--- src/rtl/duart_pkg.sv ---
package duart_pkg;

  localparam int ADDR_W = 3;
  localparam int NUM_CH = 2;

  typedef enum logic [3:0] {
    SEL_RBR_THR,
    SEL_IER,
    SEL_IIR_FCR,
    SEL_LCR,
    SEL_MCR,
    SEL_LSR,
    SEL_MSR,
    SEL_SCR,
    SEL_DLL,
    SEL_DLM,
    SEL_AFR
  } reg_sel_e;

  // Address decode: the divisor-access flag redirects the three low addresses.
  function automatic reg_sel_e decode_sel(input logic [ADDR_W-1:0] a, input logic dlab);
    reg_sel_e s;
    case (a)
      3'd0:    s = dlab ? SEL_DLL : SEL_RBR_THR;
      3'd1:    s = dlab ? SEL_DLM : SEL_IER;
      3'd2:    s = dlab ? SEL_AFR : SEL_IIR_FCR;
      3'd3:    s = SEL_LCR;
      3'd4:    s = SEL_MCR;
      3'd5:    s = SEL_LSR;
      3'd6:    s = SEL_MSR;
      default: s = SEL_SCR;
    endcase
    return s;
  endfunction

endpackage

--- src/rtl/duart_bus_sync.sv ---
module duart_bus_sync #(
  parameter int              W      = 8,
  parameter int              STAGES = 2,
  parameter logic [W-1:0]    IDLE   = '0
) (
  input  logic         clk,
  input  logic         rst,
  input  logic [W-1:0] d,
  output logic [W-1:0] q,
  output logic [W-1:0] q_prev
);

  logic [W-1:0] pipe [STAGES];

  genvar k;
  generate
    for (k = 0; k < STAGES; k++) begin : g_stage
      if (k == 0) begin : g_first
        always_ff @(posedge clk) begin
          if (rst) pipe[0] <= IDLE;
          else     pipe[0] <= d;
        end
      end else begin : g_next
        always_ff @(posedge clk) begin
          if (rst) pipe[k] <= IDLE;
          else     pipe[k] <= pipe[k-1];
        end
      end
    end
  endgenerate

  always_ff @(posedge clk) begin
    if (rst) q_prev <= IDLE;
    else     q_prev <= pipe[STAGES-1];
  end

  assign q = pipe[STAGES-1];

endmodule

--- src/rtl/duart_chan_regs.sv ---
module duart_chan_regs
  import duart_pkg::*;
#(
  parameter int DW = 8
) (
  input  logic          clk,
  input  logic          rst,
  input  logic          wr_en,
  input  reg_sel_e      sel,
  input  logic [DW-1:0] wdata,
  output logic [DW-1:0] ier,
  output logic [DW-1:0] fcr,
  output logic [DW-1:0] lcr,
  output logic [DW-1:0] mcr,
  output logic [DW-1:0] scr,
  output logic [DW-1:0] dll,
  output logic [DW-1:0] dlm,
  output logic [DW-1:0] afr,
  output logic          thr_wr,
  output logic [DW-1:0] thr_data,
  output logic          dlab
);

  always_ff @(posedge clk) begin
    if (rst) begin
      ier      <= '0;
      fcr      <= '0;
      lcr      <= '0;
      mcr      <= '0;
      scr      <= '0;
      dll      <= '0;
      dlm      <= '0;
      afr      <= '0;
      thr_wr   <= 1'b0;
      thr_data <= '0;
    end else begin
      thr_wr <= 1'b0;
      if (wr_en) begin
        case (sel)
          SEL_RBR_THR: begin
            thr_wr   <= 1'b1;
            thr_data <= wdata;
          end
          SEL_IER:     ier <= wdata;
          SEL_IIR_FCR: fcr <= wdata;
          SEL_LCR:     lcr <= wdata;
          SEL_MCR:     mcr <= wdata;
          SEL_SCR:     scr <= wdata;
          SEL_DLL:     dll <= wdata;
          SEL_DLM:     dlm <= wdata;
          SEL_AFR:     afr <= wdata;
          default:     ;
        endcase
      end
    end
  end

  assign dlab = lcr[DW-1];

endmodule

--- src/rtl/duart_rd_path.sv ---
module duart_rd_path
  import duart_pkg::*;
#(
  parameter int DW = 8
) (
  input  logic                     clk,
  input  logic                     rst,
  input  logic                     active,
  input  logic                     bank,
  input  reg_sel_e                 sel,
  input  logic [NUM_CH-1:0][DW-1:0] rbr,
  input  logic [NUM_CH-1:0][DW-1:0] iir,
  input  logic [NUM_CH-1:0][DW-1:0] lsr,
  input  logic [NUM_CH-1:0][DW-1:0] msr,
  input  logic [NUM_CH-1:0][DW-1:0] ier,
  input  logic [NUM_CH-1:0][DW-1:0] lcr,
  input  logic [NUM_CH-1:0][DW-1:0] mcr,
  input  logic [NUM_CH-1:0][DW-1:0] scr,
  input  logic [NUM_CH-1:0][DW-1:0] dll,
  input  logic [NUM_CH-1:0][DW-1:0] dlm,
  input  logic [NUM_CH-1:0][DW-1:0] afr,
  output logic [DW-1:0]            dout,
  output logic                     oe
);

  logic [DW-1:0] mux;

  always_comb begin
    case (sel)
      SEL_RBR_THR: mux = rbr[bank];
      SEL_IER:     mux = ier[bank];
      SEL_IIR_FCR: mux = iir[bank];
      SEL_LCR:     mux = lcr[bank];
      SEL_MCR:     mux = mcr[bank];
      SEL_LSR:     mux = lsr[bank];
      SEL_MSR:     mux = msr[bank];
      SEL_SCR:     mux = scr[bank];
      SEL_DLL:     mux = dll[bank];
      SEL_DLM:     mux = dlm[bank];
      SEL_AFR:     mux = afr[bank];
      default:     mux = '0;
    endcase
  end

  always_ff @(posedge clk) begin
    if (rst) begin
      dout <= '0;
      oe   <= 1'b0;
    end else begin
      oe <= active;
      if (active) dout <= mux;
    end
  end

endmodule

--- src/rtl/duart_host_if.sv ---
module duart_host_if
  import duart_pkg::*;
#(
  parameter int DATA_W      = 8,
  parameter int SYNC_STAGES = 2
) (
  input  logic                          clk,
  input  logic                          rst,
  input  logic                          cs_n,
  input  logic                          ch_sel,
  input  logic [ADDR_W-1:0]             addr_i,
  input  logic                          rd_n,
  input  logic                          wr_n,
  input  logic [DATA_W-1:0]             data_i,
  output logic [DATA_W-1:0]             data_o,
  output logic                          data_oe,
  input  logic [NUM_CH-1:0][DATA_W-1:0] rbr_i,
  input  logic [NUM_CH-1:0][DATA_W-1:0] iir_i,
  input  logic [NUM_CH-1:0][DATA_W-1:0] lsr_i,
  input  logic [NUM_CH-1:0][DATA_W-1:0] msr_i,
  output logic [NUM_CH-1:0][DATA_W-1:0] ier_o,
  output logic [NUM_CH-1:0][DATA_W-1:0] fcr_o,
  output logic [NUM_CH-1:0][DATA_W-1:0] lcr_o,
  output logic [NUM_CH-1:0][DATA_W-1:0] mcr_o,
  output logic [NUM_CH-1:0][DATA_W-1:0] dll_o,
  output logic [NUM_CH-1:0][DATA_W-1:0] dlm_o,
  output logic [NUM_CH-1:0][DATA_W-1:0] afr_o,
  output logic [NUM_CH-1:0]             thr_wr_o,
  output logic [NUM_CH-1:0][DATA_W-1:0] thr_data_o
);

  // Packed bus sample: {cs_n, rd_n, wr_n, ch_sel, addr, data}
  localparam int PW = 4 + ADDR_W + DATA_W;
  localparam logic [PW-1:0] IDLE = {3'b111, {(PW-3){1'b0}}};
  localparam int P_CS = PW - 1;
  localparam int P_RD = PW - 2;
  localparam int P_WR = PW - 3;
  localparam int P_CH = PW - 4;

  logic [PW-1:0] bus_raw, cur, prv;

  assign bus_raw = {cs_n, rd_n, wr_n, ch_sel, addr_i, data_i};

  duart_bus_sync #(.W(PW), .STAGES(SYNC_STAGES), .IDLE(IDLE)) u_sync (
    .clk    (clk),
    .rst    (rst),
    .d      (bus_raw),
    .q      (cur),
    .q_prev (prv)
  );

  // Write side: commit on the synchronised rising edge of the write strobe,
  // using the fields captured while the strobe was still low.
  logic                wr_commit;
  logic                wbank;
  logic [ADDR_W-1:0]   waddr;
  logic [DATA_W-1:0]   wdata;
  logic [NUM_CH-1:0]   dlab;
  logic [NUM_CH-1:0][DATA_W-1:0] scr_q;
  reg_sel_e            wsel;

  assign wr_commit = !prv[P_WR] && cur[P_WR] && !prv[P_CS];
  assign wbank     = ~prv[P_CH];
  assign waddr     = prv[DATA_W +: ADDR_W];
  assign wdata     = prv[DATA_W-1:0];
  assign wsel      = decode_sel(waddr, dlab[wbank]);

  genvar g;
  generate
    for (g = 0; g < NUM_CH; g++) begin : g_bank
      duart_chan_regs #(.DW(DATA_W)) u_regs (
        .clk      (clk),
        .rst      (rst),
        .wr_en    (wr_commit && (wbank == 1'(g))),
        .sel      (wsel),
        .wdata    (wdata),
        .ier      (ier_o[g]),
        .fcr      (fcr_o[g]),
        .lcr      (lcr_o[g]),
        .mcr      (mcr_o[g]),
        .scr      (scr_q[g]),
        .dll      (dll_o[g]),
        .dlm      (dlm_o[g]),
        .afr      (afr_o[g]),
        .thr_wr   (thr_wr_o[g]),
        .thr_data (thr_data_o[g]),
        .dlab     (dlab[g])
      );
    end
  endgenerate

  // Read side: decode from the current synchronised sample.
  logic     rd_active;
  logic     rbank;
  reg_sel_e rsel;

  assign rd_active = !cur[P_RD] && !cur[P_CS];
  assign rbank     = ~cur[P_CH];
  assign rsel      = decode_sel(cur[DATA_W +: ADDR_W], dlab[rbank]);

  duart_rd_path #(.DW(DATA_W)) u_rd (
    .clk    (clk),
    .rst    (rst),
    .active (rd_active),
    .bank   (rbank),
    .sel    (rsel),
    .rbr    (rbr_i),
    .iir    (iir_i),
    .lsr    (lsr_i),
    .msr    (msr_i),
    .ier    (ier_o),
    .lcr    (lcr_o),
    .mcr    (mcr_o),
    .scr    (scr_q),
    .dll    (dll_o),
    .dlm    (dlm_o),
    .afr    (afr_o),
    .dout   (data_o),
    .oe     (data_oe)
  );

endmodule

--- config.mk ---
export PLATFORM = sky130hd
export DESIGN_NAME = duart_host_if
export DESIGN_NICKNAME = d
export VERILOG_FILES = /design/src/rtl/duart_pkg.sv /design/src/rtl/duart_bus_sync.sv /design/src/rtl/duart_chan_regs.sv /design/src/rtl/duart_rd_path.sv /design/src/rtl/duart_host_if.sv
export SDC_FILE = /design/constraint.sdc
export NUM_CORES = 1
export LEC_CHECK = 0
export BUFFER_PORTS_ARGS = -buffer_cell sky130_fd_sc_hd__buf_2
export CAP_MARGIN = 10
export CORE_MARGIN = 3
export CORE_UTILIZATION = 30
export DETAILED_ROUTE_END_ITERATION = 10
export PLACE_DENSITY = 0.55
export SYNTH_ARGS = -nofsm -noshare
export SYNTH_HDL_FRONTEND = slang
export SYNTH_HIERARCHICAL = 1
export SYNTH_SLANG_ARGS = --single-unit
--- constraint.sdc ---
create_clock -name clk -period 3.8 [get_ports clk]
set_clock_uncertainty 0.1 [all_clocks]
set_input_delay 0.19 -clock clk [delete_from_list [all_inputs] [get_ports clk]]
set_output_delay 0.19 -clock clk [all_outputs]
set_load 0.05 [all_outputs]
# After elaboration in Yosys (flattened, before gate mapping)
# Memories as Yosys holds them, arrays and structs flattened.
# Cells that the tools add are included.
# Widths: inputs -> output; s select.
totals:
  word_cells: 136
  register_bits: 170
  in_bits: 81
  mem_bits_ro: 0
  output_inout_bits: 139
  mem_bits_rw: 30
  memories: 1
  latchBits: 0
classes:
  n_lt_le_gt_ge: 2
  reduce_logical: 33
  add_sub_neg: 0
  n_div: 0
  n_eq_ne: 30
  multipliers: 0
  bitwise: 6
  n_shift: 0
  muxes: 41
mem_list:
  columns: ["name", "depth", "width", "read_ports", "rd_ports_with_merged_regs", "wr", "line", "source"]
  rows:
  - ["u_sync.pipe", 2, 15, 2, 0, 2, "duart_bus_sync.sv:13", "logic [W-1:0] pipe [STAGES];"]
ops:
  columns: ["cell", "count"]
  rows:
  - ["$mux 8", 22]
  - ["$pmux 8 s11", 1]
  - ["$pmux 4 s7", 2]
  - ["$reduce_and 2->1", 18]
  - ["$mux 15", 2]
  - ["$eq 4x3->1 const B", 6]
  - ["$eq 4x4->1 const B", 6]
  - ["$mux 4", 6]
  - ["$eq 3x3->1 const B", 6]
  - ["$eq 4x2->1 const B", 4]
  - ["$eq 3x2->1 const B", 4]
  - ["$eq 4x1->1 const B", 2]
  - ["$logic_not 4->1", 2]
  - ["$mux 1", 8]
  - ["$eq 3x1->1 const B", 2]
  - ["$logic_not 3->1", 2]
  - ["$logic_and 1x1->1", 5]
  - ["$logic_not 1->1", 4]
  - ["$lt 1x2->1 const B", 2]
  - ["$not 1->1", 4]
  - ["$reduce_or 2->1", 2]
  - ["$or 1x1->1", 2]

# Logic depth before layout (Yosys ltp)
# Gate-level depths: netlist of the first run.
depth:
  ltp_word: 7
  ltp_mapped: 8
  depth_no_buf: 6

# Modules after synthesis
# The synthesis of the first run kept the hierarchy.
by_module_without_submodules:
  columns: ["mod", "area_each_um2", "seq_area_each_um2", "instances", "cells_each"]
  rows:
  - ["duart_chan_regs", 2920.3, 1461.4, 2, 262]
  - ["duart_rd_path", 1879.3, 180.2, 1, 231]
  - ["duart_bus_sync", 1213.7, 900.9, 1, 94]
  - ["duart_host_if", 93.8, 0.0, 1, 14]

# Worst setup path after synthesis of the first run
# OpenSTA, ideal clock, no wires.
synth_timing:
  kind: "flip-flop to flip-flop"
  from: "mem u_sync/pipe[1][11] (netlist bit)"
  to: "reg u_rd.dout[0]"
  stages_incl_launch_ff: 9
  setup_ns: 0.091
  arrival_time_ns: 1.822
  synth_period_minus_slack_ns: 2.013
  slack_ns: 1.787
  cell_sequence: "dfxtp_1 mux2i_1 a211oi_2 buf_6 or4b_1 buf_2 o22ai_1 nor2_1 a311oi_1"
synth_rtl:
  columns: ["element", "line", "source"]
  rows:
  - ["start: declaration", "duart_bus_sync.sv:13", null]
  - ["end signal: assignment", "duart_rd_path.sv:51", "if (active) dout <= mux;"]
  - ["end: declaration", "duart_rd_path.sv:22", "output logic [DW-1:0] dout,"]

# Worst setup path in the final report of the first run
layout_timing:
  from: "reg g_bank[0].u_regs.lcr[7]"
  to: "reg u_rd.dout[2]"
layout_between:
  elab_chain_len: 6
  word_cells_on_any_way: 18
  cone_classes: "eq/ne (10); mux (7); reduce/logical (1)"
layout_lines:
  columns: ["element", "line", "source"]
  rows:
  - ["start: declaration", "duart_chan_regs.sv:13", "output logic [DW-1:0] lcr,"]
  - ["start signal: assignment", "duart_chan_regs.sv:46", "SEL_LCR: lcr <= wdata;"]
  - ["$mux 1 (implied by the code) (*) (2 in series)", "duart_host_if.sv:99", "assign rsel = decode_sel(cur[DATA_W +: ADDR_W], dlab[rbank]);"]
  - ["$mux 4 (on tied branches)", "duart_pkg.sv:26, duart_pkg.sv:24, duart_pkg.sv:25", null]
  - ["$pmux 4 s7 (*)", "duart_pkg.sv:23", "case (a)"]
  - ["named net rsel[3]", "duart_host_if.sv:95", "reg_sel_e rsel;"]
  - ["$eq 4x4->1, or another cell as far along", "duart_rd_path.sv:29", "case (sel)"]
  - ["$pmux 8 s11 (*)", "duart_rd_path.sv:29", null]
# The timed path passes the listed nets; every way through them passes the cells marked *. The select of a mux whose other input is x is not followed.
# A chain may end at the register's enable or synchronous reset.

==> results of run 1 <==
stage by stage:
stage / total power (uW) / util / worst slack [ps] / cells
finish: 4170 / 0.376 / 1210 / 1442
global route: 4320 / 0.376 / 1070 / 1442
CTS: 4220 / 0.376 / 1220 / 1442
detailed placement: 2390 / 0.351 / 1260 / 1395
global placement: 2390 / 0.351 / 1320 / 1395
floorplan: 2300 / - / 1790 / 861
state kept, by name, summed over array words and instances, names as in the netlist:
name	cells
g_bank.u_regs/dll	16
g_bank.u_regs/afr	16
u_sync/q_prev	14
g_bank.u_regs/ier	16
g_bank.u_regs/thr_data	16
g_bank.u_regs/scr	16
u_rd/dout	8
g_bank.u_regs/fcr	16
g_bank.u_regs/lcr	16
g_bank.u_regs/thr_wr	2
g_bank.u_regs/mcr	16
u_sync/pipe	30
g_bank.u_regs/dlm	16
u_rd/oe	1
report_power, final:
group	switching, uW	total [uW]	internal [uW]
registers	12.9	2110	2100
clock network	936	1820	881
logic	123	237	114
total	1070	4170	3100
final cells by class:
type | count | share of cell area
Timing Repair Buffer | 240 | 0.119
Multi-Input combinational cell | 585 | 0.421
Inverter | 2 | 0.000912
Clock inverter | 15 | 0.0138
Tap cell | 384 | 0.0438
Sequential cell | 199 | 0.363
Clock buffer | 17 | 0.0388
layer usage:
metal / GRT usage / vias to the layer above
met5: 0 / -
met2: 0.301 / 279
met4: 0.0512 / 0
li1: - / 3317
met1: 0.260 / 3327
met3: 0.0578 / 26
worst register-to-register path, delay by kind of cell, from the launching register on:
family / cells / cell delay [ps]
and+or+nand+nor: 2 / 650
muxes: 1 / 160
AOI/OAI and AO/OA: 3 / 1180
DFF: 1 / 410
worst max-delay path by stage:
| stage | startpoint | to | slack (ps) | cells past startpoint |
|---|---|---|---|---|
| floorplan | u_sync/pipe[1][11] | u_rd/dout[0] | 1790 | 8 |
| global placement | u_sync/pipe[1][11] | u_rd/dout[2] | 1320 | 6 |
| detailed placement | u_sync/pipe[1][11] | u_rd/dout[1] | 1260 | 6 |
| CTS | u_sync/pipe[1][11] | u_rd/dout[1] | 1220 | 6 |
| global route | u_sync/pipe[1][11] | u_rd/dout[1] | 1070 | 6 |
| finish | g_bank[0].u_regs/lcr[7] | u_rd/dout[2] | 1210 | 6 |
==> run metrics, run 1 <==
outcome=finished clean; Fin Setup TNS=0 ps; dpl hpwl=22.9 mm; Syn Inst Count=861; first-pass iteration count of the detailed router=5; total gr overflow=0; final wirelength=31.8 mm; post-CTS resize count=0; Top delay family on crit path=compound AO/OA/AOI/OAI gates; mapped cell area=9000 sq um; final antenna-violating net count=0; critical-path cell list=mux2i_1 -> a211oi_2 -> nand4bb_1 -> o22ai_1 -> nor2_1 -> a311oi_1; io pins=220; Final Cell Area=11000 sq um; YS warnings=6; CP Class=reg -> reg; die area=32100 sq um; vias=6949; crit-path max FO=12; fillcell total=3000; worst hold path type=in -> reg; number of buffers created by CTS=17; TritonCTS clock tree=built; number of global-route vias before repair=6768; max_cap viols=0; Synth Area per Inst=10.5 sq um; clk root buf=clkbuf_16; Worst Tran Pin Value=948 ps; Starting Density=0.309; register area=3980 sq um; Worst VDD drop=0.000241 V; RSZ-0062 raised after global routing=no; WHS=187 ps; top layer in use=met4; post-route clock period utilization=0.682; Mapped Nets=942; Worst-path clk slew=80 ps; Hold Violations, Final=0; post-route minimum period=2590 ps; min-delay src=rst; gpl congestion=0.891; FF-to-FF End=u_rd/dout[2]; Arrival @ worst endpoint=2830 ps; R2R Setup Slk=1210 ps; first-pass GRT wire length=44.9 mm; All-Layer GR Usage=0.193; # setup viols final=0; dpl cell area=10200 sq um; post-CTS setup buffer count=0; nets@finish=1126; metal2 WL=14.0 mm; Crit path required time=4040 ps; # DRC=0; largest net degree at the start of global routing=90; CTS max path bufs=2; Die W=179 microns; fmax=0.386 GHz; WHS Endpoint=u_sync/pipe[0][4]; Iter 0 DRT Violations=515; H-tree depth=4; met3 wire len=2.80 mm; # port buffers=219; Worst Hold Depth=2; CP bufs+invs=0; antenna violations before repair=0; core outline area=29200 sq um; fin. max-slew vios=0; Layout area overhead=21.9%; Slowest cell on crit path=nand4bb_1; CP endpoint kind=flip-flop; share of cells above drive strength 1=0.267; Leak=0.00568 uW; sink count of the clock tree=199; highest-count cells in the layout ignoring fill and taps=mux2i_1 (234), buf_2 (218), dfxtp_1 (199), nand2b_1 (160), o22ai_1 (40); footprint of the multi-input gates=4620 sq um; most common cell after layout, fill and taps aside=mux2i_1; Hold-fix buffers, CTS=15; routed length per instance=22.0 microns; num rows=62; Startpoint Class=flip-flop; met1 WL=14.5 mm; Pwr per Cell Area=380 nW/um^2; reg2reg path depth=6; slowest stage delay, CP=520 ps; worst flop-to-flop path startpoint=g_bank[0].u_regs/lcr[7]; slew margin rel.=0.368; via/cell ratio=4.82; clk_lat worst skew=440 ps; Die H=179 microns; Antenna Cells=0
No activity file was read; power rests on OpenSTA's default activity.
==> run 2, diff against run 1 <==
==> constraint.sdc (replaced) <==
create_clock -name clk -period 2.59 [get_ports clk]
set_clock_uncertainty 0.1 [all_clocks]
set_input_delay 0.1295 -clock clk [delete_from_list [all_inputs] [get_ports clk]]
set_output_delay 0.1295 -clock clk [all_outputs]
set_load 0.05 [all_outputs]
==> run 2 against run 1 <==
Against the previous run: largest power group unchanged; non-clock buffer count is 31 higher; die area unchanged; first-iteration DRC count is 5.6% lower; core utilization is 0.91 points higher; largest cell class unchanged; register-to-register slack worse by 1100 ps; fmax is 5.2% higher; highest routed layer unchanged; sequential share of layout area fell by 0.86 points; sequential power up 47%.
==> run metrics, run 2 (synthesized netlist as in run 1, its figures left out) <==
outcome=finished clean; Pwr per Cell Area=545 nW/um^2; number of buffers created by CTS=17; routed length per instance=21.5 microns; RSZ-0062 raised after global routing=no; final antenna-violating net count=0; io pins=220; WHS Endpoint=u_rd/dout[4]; part of the power in combinational logic=0.062; largest net degree at the start of global routing=94; fmax=0.406 GHz; Int Pwr=4620 uW; Die W=179 microns; number of global-route vias before repair=6807; fin. max-slew vios=0; clock group share of total power=0.432; nets@finish=1157; core outline area=29200 sq um; highest-count cells in the layout ignoring fill and taps=mux2i_1 (234), buf_2 (218), dfxtp_1 (199), nand2b_1 (160), o22ai_1 (40); WHS=179 ps; Switching Power=1500 uW; R2R Setup Slk=130 ps; Fin Setup TNS=0 ps; most common cell after layout, fill and taps aside=mux2i_1; register share of total power=0.506; via/cell ratio=4.79; post-route minimum period=2460 ps; # port buffers=219; antenna violations before repair=0; non-filler cells in the finished layout=1472; crit-path max FO=12; CP endpoint kind=flip-flop; reg2reg path depth=6; first-pass iteration count of the detailed router=5; clk_lat worst skew=430 ps; Iter 0 DRT Violations=486; post-route clock period utilization=0.951; clk root buf=clkbuf_16; dpl cells=1417; # DRC=0; Die H=179 microns; worst hold path type=in -> reg; Starting Density=0.309; Startpoint Class=flip-flop; # setup viols final=0; final wirelength=31.7 mm; first-pass GRT wire length=44.7 mm; dpl hpwl=23.6 mm; die area=32100 sq um; Worst VDD drop=0.000382 V; gpl congestion=0.850; TritonCTS clock tree=built; num rows=62; Arrival @ worst endpoint=2700 ps; max reg flops=30; share of cells above drive strength 1=0.279; Antenna Cells=0; CTS max path bufs=2; total gr overflow=0; FF-to-FF End=u_rd/dout[0]; Layout area overhead=24.9%; Worst Hold Depth=5; All-Layer GR Usage=0.192; Worst-path clk slew=80 ps; register with the most flip-flops=u_sync/pipe; slew margin rel.=0.455; sink count of the clock tree=199; Leak=0.00582 uW; min-delay src=lsr_i[4]; vias=7045; Sw Ratio=0.245; max_cap viols=0; worst flop-to-flop path startpoint=u_sync/pipe[1][11]; CP Class=reg -> reg; Hold Violations, Final=0; Worst Tran Pin Value=817 ps; Crit path required time=2830 ps; H-tree depth=4
## run 2: cell types whose count changed in the layout (fill, tap and decap cells not counted)
cell,change
inv_6,-5
clkinvlp_4,+2
clkinv_2,+2
dlygate4sd3_1,+9
bufinv_16,+1
inv_8,+1
clkinv_8,-2
a211oi_2,-1
a211oi_4,+1
buf_12,+1
buf_4,+21
## run 2: worst max path at each step
stage,cells after the start,start,end
finish,6,u_sync/pipe[1][11],u_rd/dout[0]
global route,6,u_sync/pipe[1][11],u_rd/dout[2]
CTS,6,u_sync/pipe[1][11],u_rd/dout[3]
detailed placement,6,u_sync/pipe[1][11],u_rd/dout[3]
global placement,6,u_sync/pipe[1][11],u_rd/dout[7]
floorplan,8,u_sync/pipe[1][11],u_rd/dout[0]
## run 2: layout make-up
class                   count  area (sq um)
repair buffers            271          1570
inverters                   2          10.0
well taps                 384           480
multi-input cells         585          4620
clock inverters            14           141
clock buffers              17           425
fillers                  3004         17900
flip-flops and latches    199          3980
## run 2: power by group through the flow
| stage | clock, uW | sequential (uW) | combinational [uW] |
|---|---|---|---|
| 4_1_cts | 2690 | 3100 | 380 |
| 5_1_grt | 2820 | 3100 | 403 |
| 3_3_place_gp | 0 | 3170 | 353 |
| 2_1_floorplan | 0 | 3170 | 212 |
| 3_5_place_dp | 0 | 3170 | 352 |
| 6_report | 2650 | 3100 | 377 |
## run 2: routing by layer
layer / vias up / track usage / part of all wire
li1: 3375 / - / -
met1: 3383 / 0.257 / 0.45
met4: 0 / 0.0361 / 0.010
met2: 266 / 0.304 / 0.44
met5: - / 0 / 0
met3: 21 / 0.0642 / 0.093
## run 2: timing repair
action	CTS	global route
endpoints found under the hold margin	19	0
setup endpoints to repair	0	7
setup buffers	0	0
gates resized for setup	0	1
hold buffers	24	0
## run 2: worst max-delay path: stages (launching register included)
cell and delay, ps:
dfxtp_1 420, mux2i_1 390, a211oi_4 120, or4b_1 750
o22ai_1 250, nor2_1 70, a311oi_1 270
## run 2: through the flow
stage	total power, uW	utilization	setup WS (ps)	instance area, sq um
global placement	3520	0.357	176	10400
finish	6120	0.385	127	11200
detailed placement	3520	0.357	75.7	10400
global route	6330	0.385	41.0	11200
CTS	6170	0.385	75.1	11200
floorplan	3380	-	577	9000
==> run 3, diff against run 2 <==
--- a/config.mk
+++ b/config.mk
@@ -8,9 +8,9 @@
 export BUFFER_PORTS_ARGS = -buffer_cell sky130_fd_sc_hd__buf_2
 export CAP_MARGIN = 10
 export CORE_MARGIN = 3
-export CORE_UTILIZATION = 30
+export CORE_UTILIZATION = 45
 export DETAILED_ROUTE_END_ITERATION = 10
-export PLACE_DENSITY = 0.55
+export PLACE_DENSITY = 0.74
 export SYNTH_ARGS = -nofsm -noshare
 export SYNTH_HDL_FRONTEND = slang
 export SYNTH_HIERARCHICAL = 1
==> run 3 against run 2 <==
Against the previous run: worst hold slack got worse by 150 ps; design area decreased by 1.9%; clock power up 3%; global-route usage increased by 6.5 points; combinational power decreased by 4%; routed wire length is 10% lower; non-clock buffer count decreased by 12; via count rose by 0.16%; critical path depth is the same; flip-flop and latch count unchanged.
==> run metrics, run 3 (synthesized netlist as in run 1, its figures left out) <==
Worst Tran Pin Value=863 ps; dpl cell area=10300 sq um; Antenna Cells=0; Fin Setup TNS=0 ps; H-tree depth=4; crit-path max FO=12; CP bufs+invs=0; final wirelength=28.5 mm; Top delay family on crit path=simple AND/OR/NAND/NOR gates; num rows=51; number of buffers created by CTS=17; Starting Density=0.461; gpl congestion=0.967; vias=7056; largest net degree at the start of global routing=124; CP endpoint kind=flip-flop; TritonCTS clock tree=built; Die W=147 microns; first-pass iteration count of the detailed router=5; total gr overflow=0; # DRC=0; Die H=147 microns; non-filler cells in the finished layout=1342; nets@finish=1145; dpl cells=1295; first-pass GRT wire length=41.9 mm; clk root buf=clkbuf_16; Final Total Pwr=6200 uW; slew margin rel.=0.425; CP Class=reg -> reg; via/cell ratio=5.26; Worst VDD drop=0.000446 V; All-Layer GR Usage=0.257; core outline area=19500 sq um; post-CTS setup buffer count=0; worst hold path type=in -> reg; fmax=0.420 GHz; number of global-route vias before repair=6759; fillcell total=1702; Layout area overhead=22.5%; # setup viols final=0; # port buffers=219; share of cells above drive strength 1=0.280; Startpoint Class=flip-flop; Leak=0.00578 uW; max reg flops=30; routed length per instance=21.2 microns; post-route clock period utilization=0.919; Arrival @ worst endpoint=2620 ps; Pwr per Cell Area=562 nW/um^2; CTS max path bufs=2; RSZ-0062 raised after global routing=no; slowest stage delay, CP=700 ps; critical-path cell list=mux2i_1 -> a211oi_4 -> or4b_1 -> o22ai_1 -> nor2_1 -> a311oi_1; fin. max-slew vios=0; Iter 0 DRT Violations=502; sink count of the clock tree=199; WHS=28.6 ps; Hold Violations, Final=0; Final Cell Area=11000 sq um; Crit path required time=2830 ps; post-route minimum period=2380 ps; antenna violations before repair=0; io pins=220; Slowest cell on crit path=or4b_1; final antenna-violating net count=0; most common cell after layout, fill and taps aside=mux2i_1; Worst-path clk slew=70 ps; die area=21700 sq um; max_cap viols=0; outcome=finished clean; clk_lat worst skew=430 ps; highest-count cells in the layout ignoring fill and taps=mux2i_1 (234), buf_2 (218), dfxtp_1 (199), nand2b_1 (160), o22ai_1 (40); dpl hpwl=20.4 mm; register with the most flip-flops=u_sync/pipe
## run 3: worst paths after layout
kind	cells past startpoint	endpoint	from	slack (ps)
setup / recovery	6	u_rd/dout[7]	u_sync/pipe[1][11]	210
setup reg to reg	6	u_rd/dout[7]	u_sync/pipe[1][11]	210
hold / removal	2	u_sync/pipe[0][4]	rst	30
hold reg to reg	1	u_sync/pipe[1][12]	u_sync/pipe[0][12]	310
## run 3: cell type report
cell class / instances / area, sq um / area share
inverter: 2 / 10.0 / 0.000908
sequential: 199 / 3980 / 0.361
multi-input combinational: 585 / 4620 / 0.419
tap: 265 / 332 / 0.0301
clock inverter: 15 / 188 / 0.0170
clock buffer: 17 / 425 / 0.0386
timing repair buffer: 259 / 1460 / 0.133
## run 3: where the power goes
part | internal (uW) | switching [uW]
sequential | 3080 | 11.1
combinational | 177 | 184
clock | 1470 | 1270
total | 4730 | 1470
## run 3: timing repair
action,in CTS,in global routing
endpoints found under the setup margin,0,4
gates resized for setup,0,1
hold buffers,15,0
hold endpoints to repair,15,0
## run 3: per-stage QoR
stage	setup slack, ps	util
3_3_place_gp	209	0.525
2_1_floorplan	577	-
5_1_grt	5.61	0.565
6_report	211	0.565
4_1_cts	145	0.564
3_5_place_dp	149	0.525
## run 3: worst reg2reg max path, stage by stage (launching register included)
cell and delay (ps):
dfxtp_1 410, mux2i_1 380, a211oi_4 120, or4b_1 700, o22ai_1 240, nor2_1 90
a311oi_1 250
## run 3: routing by layer
layer	part of all wire	vias up	GRT usage
li1	-	3348	-
met1	0.45	3377	0.348
met2	0.45	297	0.404
met3	0.082	34	0.0656
met4	0.026	0	0.0843
met5	0	-	0
